[src/rtl/dacwr_pkg.sv]
package dacwr_pkg;

   // Bus write handshake phases, in the order they are visited.
   typedef enum logic [1:0] {
      HS_IDLE = 2'd0,
      HS_CAPT = 2'd1,
      HS_ACK  = 2'd2,
      HS_REL  = 2'd3
   } hs_state_t;

   localparam int SAMPLE_W = 16;
   localparam int LANES    = 2;

endpackage

[src/rtl/dacwr_hshake.sv]
module dacwr_hshake
   import dacwr_pkg::*;
(
   input  logic clk,
   input  logic rst_n,
   input  logic bus_we_n,
   output logic capture,
   output logic bus_rdy
);

   hs_state_t state_q, state_d;

   always_comb begin
      state_d = state_q;
      unique case (state_q)
         HS_IDLE: if (!bus_we_n) state_d = HS_CAPT;
         HS_CAPT: state_d = HS_ACK;
         HS_ACK:  state_d = HS_REL;
         HS_REL:  if (bus_we_n) state_d = HS_IDLE;
         default: state_d = HS_IDLE;
      endcase
   end

   always_ff @(posedge clk or negedge rst_n) begin
      if (!rst_n) state_q <= HS_IDLE;
      else        state_q <= state_d;
   end

   // The word is taken on the edge that leaves the capture phase, the
   // same edge that raises ready.
   assign capture = (state_q == HS_CAPT);
   assign bus_rdy = (state_q == HS_ACK);

   assert_rdy_single_R1: assert property (@(posedge clk) disable iff (!rst_n)
      bus_rdy |=> !bus_rdy);

   assert_rdy_after_strobe_R1: assert property (@(posedge clk) disable iff (!rst_n)
      $rose(bus_rdy) |-> $past(!bus_we_n));

   assert_capture_then_rdy_R2: assert property (@(posedge clk) disable iff (!rst_n)
      capture |=> (bus_rdy && !capture));

endmodule

[src/rtl/dacwr_rate.sv]
module dacwr_rate #(
   parameter int DIV_N = 16
) (
   input  logic clk,
   input  logic rst_n,
   output logic tick
);

   localparam int CW = (DIV_N > 2) ? $clog2(DIV_N) : 1;
   localparam logic [CW-1:0] LAST = CW'(DIV_N - 1);

   if (DIV_N < 2) begin : g_bad_div
      $error("dacwr_rate: DIV_N must be at least 2");
   end

   logic [CW-1:0] cnt_q;

   always_ff @(posedge clk or negedge rst_n) begin
      if (!rst_n)              cnt_q <= '0;
      else if (cnt_q == LAST)  cnt_q <= '0;
      else                     cnt_q <= cnt_q + 1'b1;
   end

   assign tick = (cnt_q == LAST);

   assert_cnt_range_R4: assert property (@(posedge clk) disable iff (!rst_n)
      cnt_q <= LAST);

endmodule

[src/rtl/dacwr_unpack.sv]
module dacwr_unpack
   import dacwr_pkg::*;
#(
   parameter int DAC_W = 14
) (
   input  logic [LANES*SAMPLE_W-1:0]  word,
   output logic [LANES-1:0][DAC_W-1:0] lane
);

   localparam int DROP = SAMPLE_W - DAC_W;

   if (DAC_W < 1 || DAC_W > SAMPLE_W) begin : g_bad_width
      $error("dacwr_unpack: DAC_W must lie in 1..16");
   end

   for (genvar c = 0; c < LANES; c++) begin : g_lane
      logic [SAMPLE_W-1:0] smp;
      assign smp = word[c*SAMPLE_W +: SAMPLE_W];
      if (DROP == 0) begin : g_full
         assign lane[c] = DAC_W'(smp);
      end else begin : g_trunc
         assign lane[c] = DAC_W'(smp >> DROP);
      end
   end

endmodule

[src/rtl/dacwr_bridge.sv]
module dacwr_bridge
   import dacwr_pkg::*;
#(
   parameter int DAC_W = 14,
   parameter int DIV_N = 16
) (
   input  logic             clk,
   input  logic             rst_n,
   input  logic             bus_we_n,
   input  logic [31:0]      bus_data,
   output logic             bus_rdy,
   output logic [DAC_W-1:0] dac_i,
   output logic [DAC_W-1:0] dac_q,
   output logic             dac_upd,
   output logic             underrun,
   output logic             overwrite
);

   localparam logic [DAC_W-1:0] MID = {1'b1, {(DAC_W-1){1'b0}}};

   if (LANES * SAMPLE_W != 32) begin : g_bad_bus
      $error("dacwr_bridge: bus word must hold exactly two samples");
   end

   logic capture;
   logic tick;
   logic [LANES-1:0][DAC_W-1:0] cand;

   dacwr_hshake u_hs (
      .clk      (clk),
      .rst_n    (rst_n),
      .bus_we_n (bus_we_n),
      .capture  (capture),
      .bus_rdy  (bus_rdy)
   );

   dacwr_rate #(.DIV_N(DIV_N)) u_rate (
      .clk   (clk),
      .rst_n (rst_n),
      .tick  (tick)
   );

   dacwr_unpack #(.DAC_W(DAC_W)) u_unpack (
      .word (bus_data),
      .lane (cand)
   );

   logic [DAC_W-1:0] hold_i, hold_q;
   logic             pending;

   always_ff @(posedge clk or negedge rst_n) begin
      if (!rst_n) begin
         hold_i    <= MID;
         hold_q    <= MID;
         pending   <= 1'b0;
         dac_i     <= MID;
         dac_q     <= MID;
         dac_upd   <= 1'b0;
         underrun  <= 1'b0;
         overwrite <= 1'b0;
      end else begin
         dac_upd <= tick;
         // Update consumes whatever was staged before this edge.
         if (tick) begin
            if (pending) begin
               dac_i <= hold_i;
               dac_q <= hold_q;
            end else begin
               underrun <= 1'b1;
            end
         end
         if (capture) begin
            hold_i  <= cand[0];
            hold_q  <= cand[1];
            pending <= 1'b1;
            if (pending && !tick) overwrite <= 1'b1;
         end else if (tick) begin
            pending <= 1'b0;
         end
      end
   end

   assert_upd_pulse_R4: assert property (@(posedge clk) disable iff (!rst_n)
      dac_upd |=> !dac_upd);

   assert_out_stable_R5: assert property (@(posedge clk) disable iff (!rst_n)
      !dac_upd |-> ($stable(dac_i) && $stable(dac_q)));

   assert_underrun_hold_R6: assert property (@(posedge clk) disable iff (!rst_n)
      $rose(underrun) |-> (dac_upd && $stable(dac_i) && $stable(dac_q)));

   assert_overwrite_cause_R7: assert property (@(posedge clk) disable iff (!rst_n)
      $rose(overwrite) |-> ($past(pending) && $past(capture) && !$past(tick)));

   assert_coincide_pending_R8: assert property (@(posedge clk) disable iff (!rst_n)
      (capture && tick) |=> (pending && dac_upd));

endmodule

[config.mk]
export PLATFORM = sky130hd
export DESIGN_NAME = dacwr_bridge
export DESIGN_NICKNAME = d
export VERILOG_FILES = /design/src/rtl/dacwr_pkg.sv /design/src/rtl/dacwr_hshake.sv /design/src/rtl/dacwr_rate.sv /design/src/rtl/dacwr_unpack.sv /design/src/rtl/dacwr_bridge.sv
export SDC_FILE = /design/constraint.sdc
export NUM_CORES = 1
export LEC_CHECK = 0
export ABC_AREA = 1
export BUFFER_PORTS_ARGS = -buffer_cell sky130_fd_sc_hd__buf_4
export CORE_UTILIZATION = 40
export DETAILED_ROUTE_END_ITERATION = 12
export GPL_ROUTABILITY_DRIVEN = 0
export GPL_TIMING_DRIVEN = 1
export HOLD_SLACK_MARGIN = 0.15
export PLACE_DENSITY_LB_ADDON = 0.12
export SKIP_CTS_REPAIR_TIMING = 1
export SYNTH_ARGS = -nofsm -noshare
export SYNTH_HDL_FRONTEND = slang
export SYNTH_HIERARCHICAL = 1
export SYNTH_SLANG_ARGS = --single-unit
[constraint.sdc]
create_clock -name clk -period 2 [get_ports clk]
set_clock_uncertainty 0.15 [all_clocks]
set_input_delay 0.3 -clock clk [delete_from_list [all_inputs] [get_ports clk]]
set_output_delay 0.3 -clock clk [all_outputs]
set_load 0.01 [all_outputs]
==> metrics.log, run 1 <==
[metrics] final clock period utilization by the worst path: 85.7%
[metrics] CTS tree: done
[metrics] standard-cell row count: 30
[metrics] required time of the worst setup path: 2.07 ns
[metrics] Die Span X: 87.0 µm
[metrics] worst-case headroom to the max-slew limit: 66.1%
[metrics] status: finished clean
[metrics] number of iterations in the first detailed-routing pass: 4
[metrics] total overflow reported by the global router: 0
[metrics] remaining routing DRC violations: 0
[metrics] Total GRT Usage: 15.8%
[metrics] post-synthesis share of cell area spent on full adders, half adders and majority gates: 2.60%
[metrics] fin. max-slew vios: 0
[metrics] Slowest cell on crit path: dfrtp_1
[metrics] Synth top area share: 53.7%
[metrics] Setup Crit Path Kind: reg2reg
[metrics] Critical Path AT: 1.78 ns
[metrics] dominant combinational cell family by area after synthesis: simple AND/OR/NAND/NOR gates
[metrics] Die Y: 87.0 µm
[metrics] Post-Synthesis Cells: 322
[metrics] switching pwr: 1780 µW
[metrics] FF+latch count, synth: 66
[metrics] Syn Std Cell Area: 2890 µm²
[metrics] Synth Area per Inst: 8.98 µm²
[metrics] setup_tns: 0 ns
[metrics] count of H-tree levels built during CTS: 3
[metrics] Tightest Pin Transition: 0.509 ns
[metrics] clock share of power: 25.3%
[metrics] layout filler cell count: 659
[metrics] area growth from synthesis to final layout: 30.4%
[metrics] critical path launch point type: register
[metrics] DR vias/cell: 4.33
[metrics] total vias in the final route: 2117
[metrics] critical path's most frequent cell: nand2_1
[metrics] largest vdd supply drop: 0.541 mV
[metrics] area of the core region: 6870 µm²
[metrics] number of nets in the synthesized netlist: 363
[metrics] Root Buffer: clkbuf_8
[metrics] core occupancy in the finished layout: 54.9%
[metrics] CP endpoint kind: register
[metrics] Max Freq: 0.584 GHz
[metrics] worst min-delay path category: in2reg
[metrics] sw frac: 32.8%
[metrics] largest net degree at the start of global routing: 40
[metrics] portion of total power attributed to combinational logic: 32.6%
[metrics] sequential share of power: 42.1%
[metrics] Largest delay share family, worst path: simple AND/OR/NAND/NOR gates
[metrics] tightest hold margin: 0.139 ns
[metrics] Leakage: 0.00206 µW
[metrics] remaining number of nets flagged by the antenna check after routing: 0
[metrics] unrepaired setup endpoints after global routing: no
[metrics] PD cells: 1440 nW/µm²
[metrics] sequential-to-total area share from yosys stat: 57.3%
[metrics] fraction of layout instances using a drive strength above 1: 23.9%
[metrics] Synth cell types: 16
[metrics] DPL Wire Length: 3490 µm
[metrics] WP buf/inv: 1
[metrics] number of antenna violations at the first check in global routing: 0
[metrics] initial detailed-routing violation count: 63
[metrics] Max Buffers Root-to-Sink: 2
[metrics] multiplexer area fraction after synthesis: 0%
[metrics] peak fanout along the critical path: 28
[metrics] CTS sink cnt: 66
[metrics] xor-xnor portion of the synthesized cell area: 0.303%
[metrics] leading cell types by total area after synthesis: dfrtp_1 54%, nand2_1 20%, buf_4 8.3%, nand3_1 6.2%, dfstp_2 3.6%
[metrics] Internal Power: 3650 µW
[metrics] total of buffers placed on input and output ports: 62
[metrics] final critical path time including I/O delays and setup: 1.71 ns
[metrics] MaxCap Viol Count: 0
[metrics] global-route wire length before repair: 9070 µm
[metrics] total wire length after detailed routing: 5630 µm
[metrics] Hold Violations, Final: 0
[metrics] routed length per instance: 11.5 µm
[metrics] Compound-Gate Fraction of Synth Area: 0.260%
[metrics] number of global-route vias before repair: 1989
[metrics] Antenna Cells: 0
[metrics] fraction of the mapped netlist area in simple logic gates: 26.9%
[metrics] fin worst setup slack: 0.287 ns
[metrics] Starting Density: 42.1%
[metrics] cell breakdown of the critical path: ha_1 -> nand3_1 -> inv_1 -> nand2_4 -> nand2_1 -> nand2_1
[metrics] net count reported at finish: 429
[metrics] clk slew on worst S/H paths: 0.07 ns
[metrics] slowest cell delay on critical path: 0.39 ns
[metrics] final setup violation count: 0
[metrics] Synth warnings: 6
[metrics] worst skew pair latency: 0.33 ns
[metrics] biggest area consumer among synthesized cells: dfrtp_1
[metrics] top-level I/O count: 67
[metrics] floorplan die area: 7570 µm²
[metrics] pre-CTS WS: 0.287 ns
[metrics] Inserted Clock Buffers: 9
-- final timing paths --
check	depth (start not counted)	startpoint	end	slack, ns
max in group asynchronous	3	rst_n	hold_q[13]	0.78
min in group asynchronous	2	rst_n	hold_q[3]	0.33
max	6	u_rate/cnt_q[0]	dac_i[3]	0.29
min reg2reg	2	dac_i[13]	dac_i[13]	0.31
max reg2reg	6	u_rate/cnt_q[0]	dac_i[3]	0.29
min	4	bus_we_n	u_hs/state_q[1]	0.14
-- power by group through the flow --
stage	Combinational [µW]	Clock, µW	Sequential (µW)
after floorplan	983	0	2380
after global placement	1740	0	2300
final	1770	1380	2290
after global routing	2030	1460	2370
after CTS	1770	1400	2300
after detailed placement	1770	0	2310
-- cells in the mapped netlist --
cell type,count
buf_2,7
nand2_2,2
buf_4,32
dfstp_2,4
xor2_1,1
nand4_1,1
nand2_1,151
o21bai_1,1
ha_1,6
nand3_1,36
inv_1,12
dfrtp_1,62
buf_6,3
inv_2,2
clkbuf_1,1
nand2_4,1
-- routing by layer --
layer	vias up	global-route usage, %	share of wire, %
li1	1092	-	-
met1	981	19.6	45
met2	38	26.1	50
met3	6	3.70	3.6
met4	0	7.73	1.2
met5	-	0	0
-- flip-flops by register name, summed over array words and instances (netlist names), 2 cells and up --
register / count
hold_q: 14
dac_q: 14
u_hs/state_q: 2
dac_i: 14
hold_i: 14
u_rate/cnt_q: 4
-- layout by cell type (no fill, tap or decap), drive strengths merged --
cell type    count
o21bai           1
clkinv           2
clkbuf          11
inv             14
bufinv           3
buf             69
dfrtp           62
nand3           36
dfstp            4
ha               6
nand2          154
dlygate4sd3     29
xor2             1
nand4            1
-- through the flow --
| stage | instance area, µm² | power (µW) | std cells |
|---|---|---|---|
| final | 3770 | 5440 | 489 |
| after CTS | 3480 | 5470 | 460 |
| after floorplan | 2890 | 3360 | 322 |
| after detailed placement | 3230 | 4080 | 444 |
| after global placement | 3230 | 4040 | 444 |
| after global routing | 3770 | 5860 | 489 |
-- final cells by class --
| cell class | instances | area, µm² | share of cell area [%] |
|---|---|---|---|
| Tap cell | 96 | 120 | 3.19 |
| Clock buffer | 11 | 151 | 4.02 |
| Timing Repair Buffer | 98 | 821 | 21.8 |
| Sequential cell | 66 | 1660 | 43.9 |
| Inverter | 14 | 52.6 | 1.39 |
| Multi-Input combinational cell | 199 | 868 | 23.0 |
| Clock inverter | 5 | 100 | 2.66 |
-- kinds of logic after synthesis --
family	after synthesis
buffers and inverters	57
AOI/OAI and AO/OA	1
adders and majority gates	6
and+or+nand+nor	191
DFF	66
xor gates and xnor gates	1
-- worst min-delay path, cell delays in order --
cell and delay, ns:
buf_4 0.09, nand2_1 0.06, nand3_1 0.08, nand2_1 0.05
Power figures use the tool's default switching activity.
==> inputs of run 2 (changes only) <==
Settings changed: HOLD_SLACK_MARGIN 0.15 to 0.08, SYNTH_HIERARCHICAL 1 to not set.
==> run 2 against run 1 <==
Against the previous run: synthesized area is 8.6% lower; largest cell class unchanged; first-iteration DRC count decreased by 16%; routed wire length down 3.8%; non-clock buffer count is the same; largest power group unchanged; highest routed layer unchanged; sequential cell count unchanged; critical path type is now reg2out; fmax rose by 4.8%; die area is 8.4% lower; sequential power is essentially flat; sequential share of layout area increased by 1.7 points; total power fell by 9.0%; synthesized cell count shrank 10%; worst hold slack better by 0.0061 ns.
==> metrics.log, run 2 <==
[metrics] status: finished clean
[metrics] fin. max-slew vios: 0
[metrics] setup_tns: 0 ns
[metrics] Hold Path Sink: u_hs.state_q[0]
[metrics] final critical path time including I/O delays and setup: 1.63 ns
[metrics] Synth cell types: 16
[metrics] count of H-tree levels built during CTS: 3
[metrics] top cells by instance count after synthesis: 153 x nand2_1, 62 x dfrtp_1, 34 x nand3_1
[metrics] leading cell types by total area after synthesis: dfrtp_1 59%, nand2_1 22%, nand3_1 6.4%, dfstp_2 4.0%, ha_1 2.8%
[metrics] Critical Path AT: 1.18 ns
[metrics] number of antenna violations at the first check in global routing: 0
[metrics] worst r2r src: u_rate.cnt_q[0]
[metrics] Slowest cell on crit path: dfrtp_1
[metrics] reg-to-reg setup timing slack: 0.43 ns
[metrics] MaxCap Viol Count: 0
[metrics] total of buffers placed on input and output ports: 62
[metrics] Main synth FF type: dfrtp_1
[metrics] layout filler cell count: 598
[metrics] core occupancy in the finished layout: 57.2%
[metrics] worst skew pair latency: 0.33 ns
[metrics] Post-Synthesis Cells: 289
[metrics] Largest delay share family, worst path: flip-flops
[metrics] WP buf/inv: 2
[metrics] fraction of registers with async set or reset after synthesis: 100%
[metrics] Inserted Clock Buffers: 9
[metrics] Setup Crit Path Kind: reg2out
[metrics] sequential-to-total area share from yosys stat: 62.7%
[metrics] commonest non-fill, non-tap cells in the layout: 153 x nand2_1, 68 x buf_4, 62 x dfrtp_1
[metrics] Syn Std Cell Area: 2640 µm²
[metrics] global-route wire length before repair: 8750 µm
[metrics] DR vias/cell: 4.59
[metrics] largest net degree at the start of global routing: 36
[metrics] remaining routing DRC violations: 0
[metrics] worst min-delay path category: in2reg
[metrics] fraction of layout instances using a drive strength above 1: 22.3%
[metrics] Max Buffers Root-to-Sink: 2
[metrics] most frequent standard cell in the layout excluding fill and tap cells: nand2_1
[metrics] CTS tree: done
[metrics] FF+latch count, synth: 66
[metrics] Placement Cell Area: 3180 µm²
[metrics] Die Span X: 83.3 µm
[metrics] slowest cell delay on critical path: 0.41 ns
[metrics] number of flops mapped to enable cells by yosys: 0
[metrics] standard-cell row count: 29
[metrics] Hold Path Stages: 4
[metrics] number of nets in the synthesized netlist: 330
[metrics] Leakage: 0.00198 µW
[metrics] final setup violation count: 0
[metrics] most instantiated library cell after synthesis: nand2_1
[metrics] Tightest Pin Transition: 0.455 ns
[metrics] Hold Violations, Final: 0
[metrics] required time of the worst setup path: 1.55 ns
[metrics] Antenna Cells: 0
[metrics] post-route cell area: 3630 µm²
[metrics] remaining number of nets flagged by the antenna check after routing: 0
[metrics] total vias in the final route: 2122
[metrics] worst-case headroom to the max-slew limit: 69.6%
[metrics] FF-to-FF End: dac_q[5]
[metrics] initial detailed-routing violation count: 53
[metrics] final clock period utilization by the worst path: 81.7%
[metrics] Starting Density: 41.6%
[metrics] biggest area consumer among synthesized cells: dfrtp_1
[metrics] total wire length after detailed routing: 5420 µm
[metrics] clk slew on worst S/H paths: 0.06 ns
[metrics] Die Y: 83.3 µm
[metrics] unrepaired setup endpoints after global routing: no
[metrics] top-level I/O count: 67
[metrics] area growth from synthesis to final layout: 37.5%
[metrics] CTS sink cnt: 66
[metrics] Synth Area per Inst: 9.14 µm²
[metrics] Synth top area share: 58.7%
[metrics] net count reported at finish: 423
[metrics] number of global-route vias before repair: 1854
[metrics] total overflow reported by the global router: 0
[metrics] PD cells: 1360 nW/µm²
[metrics] number of iterations in the first detailed-routing pass: 4
[metrics] Root Buffer: clkbuf_8
[metrics] total power of the final layout: 4950 µW
[metrics] largest vdd supply drop: 0.667 mV
[metrics] DPL Wire Length: 3250 µm
[metrics] routed length per instance: 11.7 µm
[metrics] peak fanout along the critical path: 4
[metrics] Worst R2R Path Depth: 4
[metrics] floorplan die area: 6930 µm²
[metrics] Total GRT Usage: 16.1%
[metrics] worst hold start: bus_we_n
[metrics] CP endpoint kind: output port
[metrics] Max Freq: 0.612 GHz
[metrics] critical path launch point type: register
[metrics] area of the core region: 6350 µm²
[metrics] Synth warnings: 0
[metrics] cell breakdown of the critical path: inv_1 -> ha_1 -> buf_4
run 2: logic make-up after synthesis:
logic type                 count (synthesis)  synth area share [%]
and+or+nand+nor                          191                  29.4
DFF                                       66                  62.7
buffers and inverters                     24                  4.45
adders and majority gates                  6                  2.84
AOI/OAI and AO/OA                          1                 0.284
xor gates and xnor gates                   1                 0.332
run 2: worst max path at each step:
stage                          from         to  cells after the start
finish              u_hs.state_q[0]    bus_rdy                      3
detailed placement  u_rate.cnt_q[0]  dac_i[10]                      4
floorplan           u_rate.cnt_q[0]   dac_i[0]                      7
CTS                 u_rate.cnt_q[0]   dac_q[9]                      4
global placement    u_rate.cnt_q[0]   dac_q[6]                      4
global route        u_rate.cnt_q[0]   dac_q[7]                      4
run 2: per-layer routing:
layer	GRT usage [%]	vias to the layer above	share of wire (%)
met5	0	-	0
met4	8.46	0	1.9
met3	3.98	10	4.2
met2	24.6	47	46
met1	21.4	983	48
li1	-	1082	-
run 2: layout make-up:
class,instances,area (µm²),area share (%)
multi-input cells,199,876,24.1
inverters,8,30.0,0.827
well taps,77,96.3,2.65
flip-flops and latches,66,1660,45.6
repair buffers,98,821,22.6
clock buffers,14,153,4.20
run 2: per-stage QoR:
stage	hold WS [ns]	setup WS, ns	std cells
3_3_place_gp	0.132	0.117	419
6_report	0.145	0.366	462
3_5_place_dp	0.131	0.0962	419
4_1_cts	-0.232	0.0842	433
5_1_grt	0.171	0.275	462
2_1_floorplan	-0.146	0.585	289
run 2: report_power, final:
part | internal, µW | total, µW | leakage, µW | switching, µW
Combinational | 793 | 1760 | 0.00110 | 962
Clock | 473 | 917 | 0.0000766 | 444
Sequential | 1960 | 2280 | 0.000806 | 320
run 2: worst min-delay path, delay by kind of cell:
family | cells | cell delay [ns]
AND/OR/NAND/NOR | 3 | 0.20
buffers and inverters | 1 | 0.08
==> inputs of run 3 (changes only) <==
Settings changed: ABC_AREA 1 to 0.
Clock period 2 ns to 1.5 ns, I/O delays scaled along.
==> run 3 against run 2 <==
Against the previous run: the run now ends with setup timing left; setup slack got worse by 0.43 ns; global-route usage fell by 0.39 points; sequential share of layout area fell by 3.5 points; worst hold slack improved by 0.015 ns; design area rose by 8.3%; critical path type unchanged; critical endpoint unchanged.
==> metrics.log, run 3 <==
[metrics] status: complete, but fails checks
[metrics] violations in the final reports: setup timing
[metrics] largest vdd supply drop: 1.22 mV
[metrics] slowest cell delay on critical path: 0.40 ns
[metrics] required time of the worst setup path: 1.12 ns
[metrics] net count reported at finish: 306
[metrics] Tightest Pin Transition: 0.354 ns
[metrics] standard-cell row count: 29
[metrics] DPL Wire Length: 3390 µm
[metrics] Starting Density: 41.3%
[metrics] fraction of layout instances using a drive strength above 1: 60.0%
[metrics] CTS tree: done
[metrics] total wire length after detailed routing: 5330 µm
[metrics] initial detailed-routing violation count: 45
[metrics] floorplan die area: 6880 µm²
[metrics] top cells by instance count after synthesis: 62 x dfrtp_1, 37 x mux2_2, 20 x mux2_4
[metrics] fraction of the mapped netlist area in simple logic gates: 1.96%
[metrics] most frequent standard cell in the layout excluding fill and tap cells: buf_4
[metrics] clk slew on worst S/H paths: 0.07 ns
[metrics] core occupancy in the finished layout: 62.0%
[metrics] final clock period utilization by the worst path: 104%
[metrics] Die Span X: 83.0 µm
[metrics] Slowest cell on crit path: dfrtp_1
[metrics] routed length per instance: 15.4 µm
[metrics] count of H-tree levels built during CTS: 3
[metrics] Critical Path AT: 1.19 ns
[metrics] Max Freq: 0.640 GHz
[metrics] Placement Cell Area: 3300 µm²
[metrics] number of nets in the synthesized netlist: 193
[metrics] global-route wire length before repair: 8450 µm
[metrics] remaining routing DRC violations: 0
[metrics] final setup violation count: 26
[metrics] final critical path time including I/O delays and setup: 1.56 ns
[metrics] biggest area consumer among synthesized cells: dfrtp_1
[metrics] total overflow reported by the global router: 0
[metrics] multiplexer area fraction after synthesis: 28.1%
[metrics] layout filler cell count: 486
[metrics] worst r2r src: u_hs.state_q[1]
[metrics] Total GRT Usage: 15.8%
[metrics] Synth top area share: 59.2%
[metrics] critical path launch point type: register
[metrics] total vias in the final route: 1656
[metrics] number of global-route vias before repair: 1747
[metrics] number of flops mapped to enable cells by yosys: 0
[metrics] PD cells: 1970 nW/µm²
[metrics] CP endpoint kind: output port
[metrics] area of the core region: 6350 µm²
[metrics] Hold Violations, Final: 0
[metrics] post-route cell area: 3930 µm²
[metrics] area growth from synthesis to final layout: 50.1%
[metrics] commonest non-fill, non-tap cells in the layout: 69 x buf_4, 62 x dfrtp_1, 36 x mux2_2
[metrics] Antenna Cells: 0
[metrics] worst skew pair latency: 0.33 ns
[metrics] largest net degree at the start of global routing: 32
[metrics] worst-case headroom to the max-slew limit: 76.4%
[metrics] FF+latch count, synth: 66
[metrics] unrepaired setup endpoints after global routing: yes
[metrics] Leakage: 0.00189 µW
[metrics] total of buffers placed on input and output ports: 62
[metrics] timing startpoint of the critical path: u_hs.state_q[0]
[metrics] fin worst setup slack: -0.0635 ns
[metrics] remaining number of nets flagged by the antenna check after routing: 0
[metrics] leading cell types by total area after synthesis: dfrtp_1 59%, mux2_2 16%, mux2_4 11%, dfstp_2 4.0%, ha_1 2.9%
[metrics] CTS sink cnt: 66
[metrics] DR vias/cell: 4.77
[metrics] Die Y: 83.0 µm
[metrics] dominant combinational cell family by area after synthesis: multiplexers
[metrics] Post-Synthesis Cells: 152
[metrics] cell breakdown of the critical path: inv_2 -> buf_6 -> ha_4 -> buf_6
[metrics] post-synthesis share of cell area spent on full adders, half adders and majority gates: 2.86%
[metrics] Root Buffer: clkbuf_8
[metrics] Syn Std Cell Area: 2620 µm²
[metrics] fraction of registers with async set or reset after synthesis: 100%
[metrics] Compound-Gate Fraction of Synth Area: 1.53%
[metrics] number of iterations in the first detailed-routing pass: 5
[metrics] fin. max-slew vios: 0
[metrics] Max Buffers Root-to-Sink: 2
[metrics] worst min-delay path category: in2reg
[metrics] sequential-to-total area share from yosys stat: 63.2%
[metrics] Inserted Clock Buffers: 9
[metrics] peak fanout along the critical path: 3
[metrics] worst hold start: bus_we_n
[metrics] MaxCap Viol Count: 0
[metrics] number of antenna violations at the first check in global routing: 0
[metrics] Synth Area per Inst: 17.2 µm²
[metrics] top-level I/O count: 67
[metrics] Main synth FF type: dfrtp_1
[metrics] Synth cell types: 21
[metrics] critical path's most frequent cell: buf_6
[metrics] most instantiated library cell after synthesis: dfrtp_1
[metrics] xor-xnor portion of the synthesized cell area: 0.334%
[metrics] Synth warnings: 0
[metrics] Setup Crit Path Kind: reg2out
-- run 3: cell types whose count changed in the layout (fill, tap and decap cells not counted), sizes merged, moves of 3 or more --
cell and change:
nand3 -33, clkinvlp +3, buf +8, nand2 -152, mux2 +57, inv -4
clkbuf -4, bufinv +3
-- run 3: cells by family after synthesis --
logic type | after synthesis
AO/OA/AOI/OAI | 5
XOR/XNOR | 1
adder cells (fa/ha/maj) | 6
buffers and inverters | 9
flip-flops | 66
multiplexers | 59
AND/OR/NAND/NOR | 6
-- run 3: metrics by stage --
step                      instances  setup slack (ns)  hold slack, ns  power (µW)  TNS [ns]
after global placement          296           -0.0250         0.00397        5590    -0.534
after CTS                       312            -0.180          -0.357        7570     -2.38
after global routing            347            -0.123           0.133        8220     -2.38
after floorplan                 152           0.00155          -0.221        4560         0
after detailed placement        296           -0.0749          0.0146        5760     -1.75
final                           347           -0.0635           0.159        7740    -0.652
-- run 3: routing by layer --
layer | vias to the layer above | track usage, % | routed length, µm
li1 | 760 | - | -
met1 | 853 | 18.0 | 2170
met2 | 39 | 27.7 | 2940
met3 | 4 | 3.98 | 174
met4 | 0 | 7.05 | 36
met5 | - | 0 | 0
-- run 3: final timing paths --
path	to	slack, ns	depth (start not counted)
setup / recovery	bus_rdy	-0.06	4
hold / removal	u_hs.state_q[1]	0.16	3
setup reg to reg	u_hs.state_q[1]	-0.05	4
hold reg to reg	overwrite	0.33	1
max in group asynchronous	dac_i[8]	0.50	3
min in group asynchronous	dac_i[6]	0.20	2
-- run 3: area by class of cell --
| class | instances | area (µm²) | area share (%) |
|---|---|---|---|
| flip-flops and latches | 66 | 1660 | 42.1 |
| clock buffers | 9 | 124 | 3.15 |
| clock inverters | 7 | 118 | 2.99 |
| well taps | 77 | 96.3 | 2.45 |
| multi-input cells | 77 | 957 | 24.3 |
| repair buffers | 107 | 967 | 24.6 |
| inverters | 4 | 15.0 | 0.382 |
-- run 3: where the power goes --
group / total (µW) / internal [µW] / switching (µW)
Sequential: 3130 / 2660 / 477
Combinational: 2830 / 1840 / 996
Clock: 1770 / 1100 / 671
-- run 3: worst max-delay path: cells and delay by family (launching register included) --
kind                     cells  cell delay [ns]
flip-flops                   1             0.40
buffers and inverters        3             0.30
adder cells (fa/ha/maj)      1             0.15
